## src/rtl/dram_init_pkg.sv

```systemverilog
package dram_init_pkg;
  localparam int unsigned NUM_MR   = 7;
  localparam int unsigned MR_IDX_W = 3;
  localparam int unsigned STEP_W   = 3;

  typedef enum logic [1:0] {
    OP_NOP  = 2'd0,
    OP_MRS  = 2'd1,
    OP_ZQCL = 2'd2
  } cmd_op_e;

  typedef enum logic [2:0] {
    ST_RESET,
    ST_CKE_WAIT,
    ST_MRS,
    ST_ZQ,
    ST_TRAIN,
    ST_DONE
  } init_st_e;
endpackage

```

## src/rtl/dram_init_timer.sv

```systemverilog
module dram_init_timer #(
  parameter int unsigned CNT_W = 8
) (
  input  logic             clk_i,
  input  logic             rst_ni,
  input  logic             clr_i,
  input  logic [CNT_W-1:0] limit_i,
  output logic             first_o,
  output logic             last_o
);
  logic [CNT_W-1:0] cnt_q;

  always_ff @(posedge clk_i or negedge rst_ni) begin
    if (!rst_ni)                cnt_q <= '0;
    else if (clr_i)             cnt_q <= '0;
    else if (cnt_q != '1)       cnt_q <= cnt_q + CNT_W'(1);
  end

  assign first_o = (cnt_q == '0);
  assign last_o  = (cnt_q == limit_i - CNT_W'(1));
endmodule

```

## src/rtl/dram_init_mr_order.sv

```systemverilog
module dram_init_mr_order
  import dram_init_pkg::*;
(
  input  logic [STEP_W-1:0]   step_i,
  output logic [MR_IDX_W-1:0] idx_o,
  output logic                last_o
);
  // step -> register: 3, 6, then descending 5..4, then 2..0
  always_comb begin
    if (step_i == STEP_W'(0))      idx_o = MR_IDX_W'(3);
    else if (step_i == STEP_W'(1)) idx_o = MR_IDX_W'(6);
    else if (step_i < STEP_W'(4))  idx_o = MR_IDX_W'(7) - MR_IDX_W'(step_i);
    else                           idx_o = MR_IDX_W'(6) - MR_IDX_W'(step_i);
  end

  assign last_o = (step_i == STEP_W'(NUM_MR - 1));
endmodule

```

## src/rtl/dram_init_seq.sv

```systemverilog
module dram_init_seq
  import dram_init_pkg::*;
#(
  parameter int unsigned RESET_WAIT = 160000,
  parameter int unsigned CKE_WAIT   = 400000,
  parameter int unsigned MRS_GAP    = 8,
  parameter int unsigned ZQ_WAIT    = 1024,
  parameter int unsigned MR_W       = 16
) (
  input  logic                         clk_i,
  input  logic                         rst_ni,
  input  logic                         restart_i,
  input  logic [NUM_MR-1:0][MR_W-1:0]  mr_val_i,
  input  logic                         train_done_i,
  output logic                         dram_rst_no,
  output logic                         cke_o,
  output logic                         cmd_valid_o,
  output logic [1:0]                   cmd_op_o,
  output logic [MR_IDX_W-1:0]          mr_idx_o,
  output logic [MR_W-1:0]              mr_val_o,
  output logic                         train_start_o,
  output logic                         init_done_o
);
  localparam int unsigned MAX_A    = (RESET_WAIT > CKE_WAIT) ? RESET_WAIT : CKE_WAIT;
  localparam int unsigned MAX_B    = (MRS_GAP > ZQ_WAIT) ? MRS_GAP : ZQ_WAIT;
  localparam int unsigned MAX_WAIT = (MAX_A > MAX_B) ? MAX_A : MAX_B;
  localparam int unsigned CNT_W    = $clog2(MAX_WAIT + 1);

  init_st_e state_q, state_d;
  logic [STEP_W-1:0]   step_q, step_d;
  logic [CNT_W-1:0]    limit;
  logic                tmr_clr, tmr_first, tmr_last;
  logic [MR_IDX_W-1:0] ord_idx;
  logic                ord_last;

  dram_init_timer #(.CNT_W(CNT_W)) u_timer (
    .clk_i   (clk_i),
    .rst_ni  (rst_ni),
    .clr_i   (tmr_clr),
    .limit_i (limit),
    .first_o (tmr_first),
    .last_o  (tmr_last)
  );

  dram_init_mr_order u_order (
    .step_i (step_q),
    .idx_o  (ord_idx),
    .last_o (ord_last)
  );

  always_comb begin
    unique case (state_q)
      ST_RESET:    limit = CNT_W'(RESET_WAIT);
      ST_CKE_WAIT: limit = CNT_W'(CKE_WAIT);
      ST_MRS:      limit = CNT_W'(MRS_GAP);
      ST_ZQ:       limit = CNT_W'(ZQ_WAIT);
      default:     limit = '0;
    endcase
  end

  always_comb begin
    state_d = state_q;
    step_d  = step_q;
    tmr_clr = 1'b0;
    unique case (state_q)
      ST_RESET:    if (tmr_last) begin state_d = ST_CKE_WAIT; tmr_clr = 1'b1; end
      ST_CKE_WAIT: if (tmr_last) begin state_d = ST_MRS;      tmr_clr = 1'b1; end
      ST_MRS: begin
        if (tmr_last) begin
          tmr_clr = 1'b1;
          if (ord_last) begin
            state_d = ST_ZQ;
            step_d  = '0;
          end else begin
            step_d  = step_q + STEP_W'(1);
          end
        end
      end
      ST_ZQ:       if (tmr_last) begin state_d = ST_TRAIN; tmr_clr = 1'b1; end
      ST_TRAIN:    if (train_done_i) state_d = ST_DONE;
      default:     state_d = ST_DONE;
    endcase
    // restart wins over every other event
    if (restart_i) begin
      state_d = ST_RESET;
      step_d  = '0;
      tmr_clr = 1'b1;
    end
  end

  always_ff @(posedge clk_i or negedge rst_ni) begin
    if (!rst_ni) begin
      state_q <= ST_RESET;
      step_q  <= '0;
    end else begin
      state_q <= state_d;
      step_q  <= step_d;
    end
  end

  logic issue_mrs, issue_zq;
  assign issue_mrs = (state_q == ST_MRS) && tmr_first;
  assign issue_zq  = (state_q == ST_ZQ)  && tmr_first;

  assign dram_rst_no   = (state_q != ST_RESET);
  assign cke_o         = (state_q != ST_RESET) && (state_q != ST_CKE_WAIT);
  assign cmd_valid_o   = issue_mrs || issue_zq;
  assign cmd_op_o      = issue_mrs ? OP_MRS : (issue_zq ? OP_ZQCL : OP_NOP);
  assign mr_idx_o      = issue_mrs ? ord_idx : '0;
  assign mr_val_o      = issue_mrs ? mr_val_i[ord_idx] : '0;
  assign train_start_o = (state_q == ST_TRAIN);
  assign init_done_o   = (state_q == ST_DONE);

  a_r2_cke_after_reset: assert property (@(posedge clk_i) disable iff (!rst_ni)
    !dram_rst_no |-> !cke_o);

  a_r3_cmd_needs_power: assert property (@(posedge clk_i) disable iff (!rst_ni)
    cmd_valid_o |-> (cke_o && dram_rst_no));

  a_r3_idx_in_range: assert property (@(posedge clk_i) disable iff (!rst_ni)
    (cmd_valid_o && cmd_op_o == OP_MRS) |-> (mr_idx_o < MR_IDX_W'(NUM_MR)));

  if (MRS_GAP > 1) begin : g_gap_chk
    a_r4_single_cycle_cmd: assert property (@(posedge clk_i) disable iff (!rst_ni)
      cmd_valid_o |=> !cmd_valid_o);
  end

  a_r7_done_follows_train: assert property (@(posedge clk_i) disable iff (!rst_ni)
    $rose(init_done_o) |-> ($past(train_done_i) && $past(train_start_o)));

  a_r8_done_sticky: assert property (@(posedge clk_i) disable iff (!rst_ni)
    (init_done_o && !restart_i) |=> init_done_o);

  a_r9_restart_clean: assert property (@(posedge clk_i) disable iff (!rst_ni)
    restart_i |=> (!dram_rst_no && !cke_o && !init_done_o && !cmd_valid_o));
endmodule

```

## config.mk

```make
export PLATFORM = sky130hd
export DESIGN_NAME = dram_init_seq
export DESIGN_NICKNAME = d
export VERILOG_FILES = /design/src/rtl/dram_init_pkg.sv /design/src/rtl/dram_init_timer.sv /design/src/rtl/dram_init_mr_order.sv /design/src/rtl/dram_init_seq.sv
export SDC_FILE = /design/constraint.sdc
export NUM_CORES = 1
export LEC_CHECK = 0
export ABC_AREA = 1
export BUFFER_PORTS_ARGS = -buffer_cell sky130_fd_sc_hd__buf_2
export CAP_MARGIN = 20
export CORE_MARGIN = 2
export CORE_UTILIZATION = 40
export CTS_BUF_LIST = sky130_fd_sc_hd__clkbuf_8
export DETAILED_ROUTE_END_ITERATION = 8
export PLACE_DENSITY_LB_ADDON = 0.08
export SETUP_SLACK_MARGIN = 0.2
export SLEW_MARGIN = 20
export SYNTH_ARGS = -nofsm -noshare
export SYNTH_HDL_FRONTEND = slang
export SYNTH_SLANG_ARGS = --single-unit
```

## constraint.sdc

```tcl
create_clock -name clk_i -period 2.99 [get_ports clk_i]
set_input_delay 0.299 -clock clk_i [delete_from_list [all_inputs] [get_ports clk_i]]
set_output_delay 0.299 -clock clk_i [all_outputs]
set_load 0.01 [all_outputs]
```

---- Word level (Yosys, flattened, before mapping) ----
Cells that the tools add are included.
word-level totals
  bits in registers ....................... 25
  output and inout port bits .............. 26
operators by class
  $lt $le $gt $ge ......................... 2
  muxes and demuxes ....................... 27
  $add $sub $neg .......................... 5
  equality and inequality tests ........... 16
  reduce and logical (&&, ||, !) cells .... 14
operator list
  operator                                                              number
  19-bit case mux with 4 select lines                                   1
  16-bit binary-select mux with 3-bit select                            1
  3-bit two-way mux                                                     15
  19-bit two-way mux                                                    2
  16-bit two-way mux                                                    2
  19-bit by 1-bit adder with 19-bit output, second input constant       1
  19-bit == test                                                        1
  19-bit logical NOT                                                    1
  19-bit != test, second input constant                                 1
  19-bit by 1-bit subtractor with 19-bit output, second input constant  1
  3-bit != test, second input constant                                  6
  3-bit case mux with 5 select lines                                    1
  3-bit == test, second input constant                                  3
  3-bit by 1-bit == test with 1-bit output, second input constant       2
  3-bit by 2-bit == test with 1-bit output, second input constant       2
  3-bit logical NOT                                                     2
  6-bit AND reduction                                                   1
  2-bit nonzero test                                                    3
  3-bit subtractor, first input constant                                2
  3-bit by 4-bit < comparator with 1-bit output, second input constant  1
  2-bit two-way mux                                                     2
  4-bit OR reduction                                                    1
  3-bit by 1-bit adder with 3-bit output, second input constant         1
  1-bit logical AND                                                     3
  6 further kinds                                                       8

---- Depth between registers and ports, before layout ----
Gate-level depths: netlist (run 1).
  depth after elaboration ................. 8
  depth in mapped cells ................... 17

---- Modules after synthesis ----
A second synthesis (run 1) with hierarchy kept.
second synthesis, totals
  cells, all modules ...................... 641
  area total of the unflattened synthesis .. 3627.2 µm²
modules (own cells, without submodules)
  module              seq. area each (µm²)  times used  area each (µm²)  cells each
  dram_init_timer     475.5                 1           1920.6           296
  dram_init_seq       150.1                 1           1589.0           323
  dram_init_mr_order  0.0                   1           117.6            22

---- Worst setup path before layout (run 1) ----
No wires, ideal clock.
  path type ............................... register to register
  start ................................... register state_q[2]
  end ..................................... register u_timer.cnt_q[10]
  setup time .............................. 0.125 ns
  setup slack ............................. 0.843 ns
  arrival ................................. 2.022 ns
  cell stages (with the launch flop) ...... 18
  clock period less this slack ............ 2.147 ns
  cell sequence ........................... dfrtp_1 > buf_4 > inv_1 > buf_4 > nand3_2 > ha_1 > inv_1 > nand2_1 > nand2_1 > nor2_1 > nand2_1 > nor2_1 > nand3_1 > nor2_2 > nand2_2 > nand2_4 > buf_6 > o21ai_1
on the way
  cells in the longest elaborated chain, start to end .. 8
RTL lines
  element                                                                 line                                      text
  start, declared                                                         dram_init_seq.sv:29                       init_st_e state_q, state_d;
  start signal, assigned                                                  dram_init_seq.sv:96                       state_q <= state_d;
  3-bit by 2-bit == test with 1-bit output, or another cell as far along  dram_init_seq.sv:52, dram_init_seq.sv:65
  19-bit case mux with 4 select lines                                     dram_init_seq.sv:52                       unique case (state_q)
  19-bit by 1-bit subtractor with 19-bit output                           dram_init_timer.sv:20                     assign last_o = (cnt_q == limit_i - CNT_W'(1));
  19-bit == test                                                          dram_init_timer.sv:20
  1-bit two-way mux                                                       n/a
  1-bit two-way mux (*)                                                   n/a
  1-bit two-way mux (*)                                                   dram_init_seq.sv:84                       if (restart_i) begin
  19-bit two-way mux or 2-bit nonzero test (tied branches)                n/a
  end signal, assigned                                                    dram_init_timer.sv:16                     else if (cnt_q != '1) cnt_q <= cnt_q + CNT_W'(1);
  end, declared                                                           dram_init_timer.sv:11                     logic [CNT_W-1:0] cnt_q;
Every way passes the cells marked *; elsewhere a longest branch is shown, timed or not.
A chain may end at the register's enable or synchronous reset.

---- Worst setup path in the final report (run 1) ----
  start ................................... register state_q[2]
  end ..................................... output mr_val_o[6]
on the way
  cells in the longest elaborated chain, start to end .. 3
RTL lines
  element                                   line                  text
  3-bit by 2-bit == test with 1-bit output  dram_init_seq.sv:102  assign issue_mrs = (state_q == ST_MRS) && tmr_first;
  1-bit logical AND                         dram_init_seq.sv:102
  16-bit two-way mux                        dram_init_seq.sv:110  assign mr_val_o = issue_mrs ? mr_val_i[ord_idx] : '0;
  end, declared                             dram_init_seq.sv:20   output logic [MR_W-1:0] mr_val_o,
Every way passes these cells.

==> results.toml, run 1 <==
[status]
outcome = "complete, no violations"

[clocking]
worstSkewPairLatency_ps = 280
cts_sinks = 25
clk_pin_slew_ps = 100
cts_inserted_buffers = 3
cts_tree = "yes"
cts.path.max_buffers = 2
cts_hold_buffers = 0
htree_levels = 1
cts-root-buf = "clkbuf_8"

[worst_setup_path]
endpoint_kind = "output pin"
cp_max_fo = 18
r2r-end = "u_timer.cnt_q[14]"
critPathLaunch = "state_q[2]"
cp.arrival_ps = 2320
r2r_start = "state_q[2]"
rr_worst_depth = 14
critPathKind = "reg -> out"
cp_data_required_time_ps = 2690
r2r_slack_ps = 570
critical_path.startpoint_type = "register"

[drt]
via_count = 3723
wl_met1_um = 4340
wl_met3_um = 637
wl_um = 9820
viasPerCell = 5.06
wl_met2_um = 4620
topRoutingLayerUsed = "met4"
drcViolationCount = 0
drtIter0Drc = 159
post_drt_wl_per_cell_um = 13.3
antenna_left = 0
dr.pass1.iters = 5

[timing]
maxSlewHeadroom_pct = 62.2
setup_tns_ps = 0
min_period_over_period_pct = 87.6
fin_ws_ps = 371
slew_violations = 0
fin_skew_ps = 5.88
period_needed_ps = 2620
worst_pin_slew_ps = 568
fmax_ghz = 0.382
hold_viol = 0
holdWs_ps = 1.40
rsz0062_at_grt = "no"
setup_viol = 0

[global_routing]
grt_remaining_overflow = 0
grt_pass1_vias = 3372
grt_antenna_before_repair = 0
grt_start_max_net_pins = 51
grt_util_all_layers_pct = 23.7
grt_first_pass_wirelength_um = 16100

[logic_synthesis]
syn-num-nets = 630
yosysTopAreaCellShare_pct = 21.2
synth-xor-area-share_pct = 3.56
seq_area_frac_synth_pct = 21.2
syn_area_mm2 = 0.00295
synth-simple-area-share_pct = 44.5
synthAdderAreaFrac_pct = 2.96
yosysTopAreaCell = "dfrtp_1"
synth-compound-area-share_pct = 17.4
yosysWarnings = 0
synth.top_cells.by_area = "dfrtp_1 21%, nand2_1 14%, nor2_1 13%"
muxShareOfSynthArea_pct = 0
avgSynthCellArea_um2 = 5.83
synth_seq_cells = 25
netlist_instances = 507
synth_top_family_by_area = "simple AND/OR/NAND/NOR gates"
synth_cell_types = 31

[power]
leakage_nw = 1.90
vdd_drop_max_uv = 188
total_power_mw = 0.684
p_per_area_mw_per_mm2 = 178

[die]
die_h_um = 89.9
num_rows = 31
dieArea_mm2 = 0.00809
floorplan.initialDensity_pct = 40.9
die_x_um = 89.9
coreArea_mm2 = 0.00721
ios = 142

[placement]
place_area_mm2 = 0.00369
dp_slack_ps = 405
hpwl_um = 7780
dpl.cell_count = 726
port_buffers = 141
place_congestion = 0.880

[cells_and_area]
num_antenna_cells = 0
area_growth_pct = 29.7
num-nets-final = 761
fin_area_mm2 = 0.00383
finalNonFillerCells = 736
layout-drive-gt1-share_pct = 29.4
finish.utilization_pct = 53.1

[worst_hold_path]
hp-class = "in -> async"

[flow_run]
cap_violations = 0
-- critical path, cell delays in order (launching register included) --
cell and delay [ps]:
dfrtp_1 500, clkinvlp_4 210, nand2_1 150, nor3_1 250
nand3_2 170, nor2_4 160, buf_12 150, nand2_1 60
a31oi_1 200, buf_2 170
-- layer usage --
layer	track usage (%)	vias up
li1	-	1923
met1	30.9	1651
met2	40.5	130
met3	3.52	19
met4	7.31	0
met5	0	-
-- cells in the mapped netlist, drive strengths merged --
| cell | count |
|---|---|
| dfrtp | 25 |
| o211ai | 17 |
| buf | 17 |
| nand4 | 8 |
| clkinv | 1 |
| inv | 46 |
| o21bai | 1 |
| a21oi | 6 |
| xor2 | 10 |
| or2 | 15 |
| xnor2 | 2 |
| a31oi | 15 |
| nand3 | 48 |
| o21ai | 51 |
| ha | 7 |
| clkbuf | 8 |
| nor2 | 104 |
| nor4 | 3 |
| nor3 | 11 |
| nand2 | 112 |
-- cell families (layout without fill, tap and decap cells) --
kind of cell	after synthesis	count (layout)
simple gates	301	301
fa+ha+maj	7	7
xor+xnor	12	12
compound gates	90	90
buf+inv	72	202
flops	25	25
-- worst max-delay path by stage --
stage	slack, ps	to	cells after the start
detailed placement	400	mr_val_o[6]	8
floorplan	840	u_timer.cnt_q[10]	17
finish	370	mr_val_o[6]	9
CTS	220	mr_val_o[6]	9
global placement	460	mr_val_o[6]	8
global route	200	mr_val_o[5]	10
-- flip-flops by register name, summed over array words and instances, names as in the netlist --
name and cells:
step_q 3, state_q 3, u_timer.cnt_q 19
-- area by class of cell --
class	count	area (um2)
repair buffers	151	822
multi-input cells	410	2030
fillers	787	3380
flip-flops and latches	25	626
clock buffers	3	41.3
inverters	47	186
clock inverters	1	7.51
well taps	99	124
-- power by group --
part	switching [mW]	internal, mW
logic	0.0521	0.0735
registers	0.00357	0.341
clock network	0.119	0.0947
-- layout by cell type, fill, tap and decap left out, types with 4 or more instances in the layout --
master      n
inv_1      41
o211ai_1   17
nand2_1   110
a21oi_1     6
a31oi_1    15
o21ai_0    48
buf_4       6
or2_2      15
dfrtp_1    25
buf_2     141
ha_1        7
nor3_1     10
nand3_1    44
nand4_1     8
nor2_1    100
xor2_1     10
nand3_2     4
-- timing repair --
item	in CTS	in global routing
gates resized for setup	0	7
buffers inserted	1	5
pin swaps	1	0
setup endpoints to repair	18	19
No activity file was read; power rests on OpenSTA's default activity.
==> run 2: changes to the inputs <==
==> constraint.sdc (replaced) <==
create_clock -name clk_i -period 3 [get_ports clk_i]
set_input_delay 0.3 -clock clk_i [delete_from_list [all_inputs] [get_ports clk_i]]
set_output_delay 0.3 -clock clk_i [all_outputs]
set_load 0.01 [all_outputs]
==> run 2 against run 1 <==
- the run now ends with hold timing left
- clock power rose by 4%
- clock skew fell by 2.4 ps
- register-to-register slack barely moved
- via count fell by 1.1%
- worst setup slack improved by 7.4 ps
- largest power group unchanged
- highest routed layer unchanged
==> results.toml, run 2 (same netlist as run 1, synthesis figures left out) <==
[global_routing]
grt_start_max_net_pins = 51
grt_remaining_overflow = 0
grt_util_all_layers_pct = 22.7
grt_pass1_vias = 3283
grt_antenna_before_repair = 0
grt_first_pass_wirelength_um = 15500

[die]
die_h_um = 89.9
floorplan.initialDensity_pct = 40.9
dieArea_mm2 = 0.00809
ios = 142
num_rows = 31
die_x_um = 89.9
coreArea_mm2 = 0.00721

[timing]
maxSlewHeadroom_pct = 62.2
fin_skew_ps = 3.47
slew_violations = 0
holdWs_ps = -0.622
rsz0062_at_grt = "no"
min_period_over_period_pct = 87.4
setup_tns_ps = 0
setup_viol = 0
period_needed_ps = 2620
fmax_ghz = 0.381
hold_viol = 1
worst_pin_slew_ps = 567

[flow_run]
cap_violations = 0

[worst_setup_path]
critical_path.startpoint_type = "register"
r2r_slack_ps = 570
cp_max_fo = 34
critPathKind = "reg -> out"
r2r-end = "u_timer.cnt_q[8]"
cp.arrival_ps = 2320
rr_worst_depth = 14
endpoint_kind = "output pin"
r2r_start = "state_q[2]"
cp_data_required_time_ps = 2700

[cells_and_area]
top_register = "u_timer.cnt_q"
num_antenna_cells = 0
final_cell_mix = "141 x buf_2, 110 x nand2_1, 100 x nor2_1"
layout_commonest_cell = "buf_2"
largestRegisters = "u_timer.cnt_q x19, state_q x3, step_q x3"
area_growth_pct = 29.1
num-nets-final = 759
largest_reg_flops = 19
layout-drive-gt1-share_pct = 29.1

[drt]
viasPerCell = 5.02
wl_um = 9680
dr.pass1.iters = 5
post_drt_wl_per_cell_um = 13.2
drtIter0Drc = 188
antenna_left = 0
via_count = 3683
drcViolationCount = 0

[clocking]
cts_sinks = 25
cts_tree = "yes"
cts_inserted_buffers = 3
cts.path.max_buffers = 2
cts_hold_buffers = 0
cts-root-buf = "clkbuf_8"
htree_levels = 1
worstSkewPairLatency_ps = 280
clk_pin_slew_ps = 100

[power]
leakage_nw = 1.90
p_per_area_mw_per_mm2 = 181
vdd_drop_max_uv = 165

[worst_hold_path]
hp-class = "in -> async"

[placement]
place_congestion = 0.886
hpwl_um = 7650
port_buffers = 141

[status]
outcome = "finished with violations"
violations = "hold timing"
==> run 2: stage by stage <==
| stage | worst slack, ps | std cells | area, um2 | utilization (%) | total power, mW |
|---|---|---|---|---|---|
| 2_1_floorplan | 853 | 507 | 2950 | - | 0.389 |
| 3_3_place_gp | 465 | 726 | 3690 | 51.2 | 0.473 |
| 3_5_place_dp | 437 | 726 | 3690 | 51.2 | 0.474 |
| 4_1_cts | 224 | 731 | 3760 | 52.2 | 0.699 |
| 5_1_grt | 205 | 734 | 3810 | 52.9 | 0.724 |
| 6_report | 378 | 734 | 3810 | 52.9 | 0.689 |
==> run 2: power breakdown <==
part,internal [mW],switching (mW)
sequential,0.340,0.00347
combinational,0.0732,0.0515
clock,0.0978,0.123
==> run 2: how the worst max path moves through the flow <==
stage / from / slack [ps] / to / cells past startpoint
6_report: step_q[1] / 380 / mr_val_o[6] / 11
5_1_grt: step_q[1] / 210 / mr_val_o[6] / 11
4_1_cts: step_q[0] / 220 / mr_val_o[6] / 10
3_5_place_dp: state_q[2] / 440 / mr_val_o[6] / 8
3_3_place_gp: state_q[2] / 470 / mr_val_o[6] / 8
2_1_floorplan: state_q[2] / 850 / u_timer.cnt_q[10] / 17
==> run 2: metal layers <==
layer	global-route usage, %	vias up	routed length [um]
met5	0	-	0
met4	7.31	0	224
met3	4.11	19	731
met2	38.8	129	4510
met1	29.0	1618	4210
li1	-	1917	-
==> run 2: area by class of cell <==
type / instances / area (um2)
multi-input combinational: 410 / 2030
inverter: 47 / 186
fill: 760 / 3400
clock inverter: 1 / 8.76
clock buffer: 3 / 41.3
tap: 99 / 124
sequential: 25 / 626
timing repair buffer: 149 / 803
==> run 2: critical path, cell delays in order (launching register included) <==
cell and delay, ps:
dfrtp_1 420, inv_1 100, ha_1 210, nand2_1 90, nand3_1 80, nand3_2 90
buf_4 320, o211ai_1 160, nand3_1 110, nand2_1 50, a31oi_1 210, buf_2 180
==> run 2: what timing repair did <==
item                                    CTS  global route
buffers inserted                          1             3
resized for setup                         0             5
pin swaps                                 1             0
endpoints found under the setup margin   11            19
==> run 3: changes to the inputs <==
--- a/config.mk
+++ b/config.mk
@@ -8,7 +8,7 @@
 export ABC_AREA = 1
 export BUFFER_PORTS_ARGS = -buffer_cell sky130_fd_sc_hd__buf_2
 export CAP_MARGIN = 20
-export CORE_MARGIN = 2
+export CORE_MARGIN = 1.5
 export CORE_UTILIZATION = 40
 export CTS_BUF_LIST = sky130_fd_sc_hd__clkbuf_8
 export DETAILED_ROUTE_END_ITERATION = 8
==> run 3 against run 2 <==
- the run still ends with hold timing left
- total power is 0.94% lower
- final cell count stayed put
- wire length fell by 2.4%
- largest power group unchanged
- register-to-register slack barely moved
- combinational power barely moved
- cell area is 0.49% lower
- core utilization fell by 0.26 points
==> results.toml, run 3 (same netlist as run 1, synthesis figures left out) <==
[worst_setup_path]
critical_path.startpoint_type = "register"
cp.arrival_ps = 2300
r2r_slack_ps = 560
endpoint_kind = "output pin"
cp_data_required_time_ps = 2700
critPathKind = "reg -> out"
cp_max_fo = 50

[cells_and_area]
largestRegisters = "u_timer.cnt_q x19, state_q x3, step_q x3"
final_cell_mix = "141 x buf_2, 110 x nand2_1, 100 x nor2_1"
num_antenna_cells = 0
finish.utilization_pct = 52.6
layout_commonest_cell = "buf_2"
layout-drive-gt1-share_pct = 29.1
num-nets-final = 759
top_register = "u_timer.cnt_q"
largest_reg_flops = 19
area_growth_pct = 28.5
fillers = 788
fin_area_mm2 = 0.00380

[power]
netSwitchingFraction_pct = 25.6
p_sw_mw = 0.174
intPower_mw = 0.508
pwr-share-comb_pct = 18.2
p_seq_share_pct = 50.3
clock_power_share_pct = 31.5
p_per_area_mw_per_mm2 = 180
leakage_nw = 1.90
vdd_drop_max_uv = 269

[status]
outcome = "finished with violations"
violations = "hold timing"

[timing]
holdWs_ps = -7.98
min_period_over_period_pct = 86.5
worst_pin_slew_ps = 550
slew_violations = 0
maxSlewHeadroom_pct = 63.0
hold_viol = 23
fin_skew_ps = 4.42
rsz0062_at_grt = "no"
period_needed_ps = 2600
setup_viol = 0
setup_tns_ps = 0
fmax_ghz = 0.385

[placement]
hpwl_um = 7520
port_buffers = 141
place_congestion = 0.914
place_area_mm2 = 0.00369

[global_routing]
grt_antenna_before_repair = 0
grt_pass1_vias = 3233
grt_remaining_overflow = 0
grt_first_pass_wirelength_um = 14600
grt_util_all_layers_pct = 23.0
grt_start_max_net_pins = 51

[die]
floorplan.initialDensity_pct = 40.9
coreArea_mm2 = 0.00721
die_x_um = 88.9
dieArea_mm2 = 0.00791
die_h_um = 88.9
num_rows = 31
ios = 142

[drt]
viasPerCell = 5.02
dr.pass1.iters = 4
via_count = 3683
drtIter0Drc = 134
wl_um = 9440
drcViolationCount = 0
post_drt_wl_per_cell_um = 12.9
antenna_left = 0

[flow_run]
cap_violations = 0

[worst_hold_path]
hp-class = "in -> async"

[clocking]
htree_levels = 1
cts_tree = "yes"
cts_inserted_buffers = 3
cts_sinks = 25
cts-root-buf = "clkbuf_8"
clk_pin_slew_ps = 100
cts_hold_buffers = 0
worstSkewPairLatency_ps = 280
cts.path.max_buffers = 2
==> run 3: cell types whose count changed in the layout (fill, tap and decap cells not counted) <==
cell      change
nor3_1        -1
clkinv_2      +2
inv_6         -1
inv_1         +1
nor3_2        +1
buf_6         +1
buf_12        -2
inv_2         -2
buf_4         +1
==> run 3: timing repair <==
item                       4_1_cts  5_1_grt
cloned                           0        0
setup endpoints to repair        3       25
setup buffers                    2        2
resized for setup                1        6
pin swaps                        1        1
==> run 3: routing by layer <==
layer | global-route usage, % | up-vias | wire [um]
met5 | 0 | - | 0
met4 | 4.06 | 0 | 77
met3 | 2.68 | 8 | 710
met2 | 40.6 | 120 | 4390
met1 | 30.6 | 1631 | 4260
li1 | - | 1924 | -
==> run 3: layout make-up <==
cell class,count,area (um2),area share (%)
clock inverters,1,7.51,0.198
clock buffers,3,41.3,1.09
well taps,99,124,3.26
multi-input cells,410,2030,53.5
flip-flops and latches,25,626,16.5
repair buffers,149,782,20.6
inverters,47,185,4.88
==> run 3: metrics by stage <==
step / std cells / power, mW / setup slack, ps / hold slack (ps)
after floorplan: 507 / 0.389 / 853 / 4.41
final: 734 / 0.682 / 404 / -7.98
after global routing: 734 / 0.719 / 209 / 43.8
after detailed placement: 726 / 0.474 / 436 / 318
after global placement: 726 / 0.473 / 466 / 316
after CTS: 732 / 0.687 / 238 / 12.8
==> run 3: worst max-delay path, stage by stage, from the launching register on <==
cell      delay, ps
dfrtp_1         450
inv_1           140
nand2_1         100
nand2_1          90
buf_4           360
or2_2           180
o211ai_1        100
nand3_1         110
nand2_1          50
a31oi_1         230
buf_2           180
==> run 3: final timing paths <==
check	start	endpoint	cells past startpoint
worst max-delay path	step_q[0]	mr_val_o[6]	10
worst min-delay path	rst_ni	u_timer.cnt_q[1]	1
worst max register to register	state_q[2]	u_timer.cnt_q[7]	14
worst min register to register	step_q[1]	step_q[1]	2
max in group asynchronous	rst_ni	u_timer.cnt_q[8]	1
min in group clk_i	train_done_i	state_q[0]	5
==> run 3: power groups by stage <==
stage / logic, mW / registers [mW] / clock network, mW
global route: 0.140 / 0.344 / 0.235
floorplan: 0.0399 / 0.349 / 0
global placement: 0.123 / 0.350 / 0
detailed placement: 0.124 / 0.350 / 0
finish: 0.124 / 0.343 / 0.215
CTS: 0.125 / 0.344 / 0.219
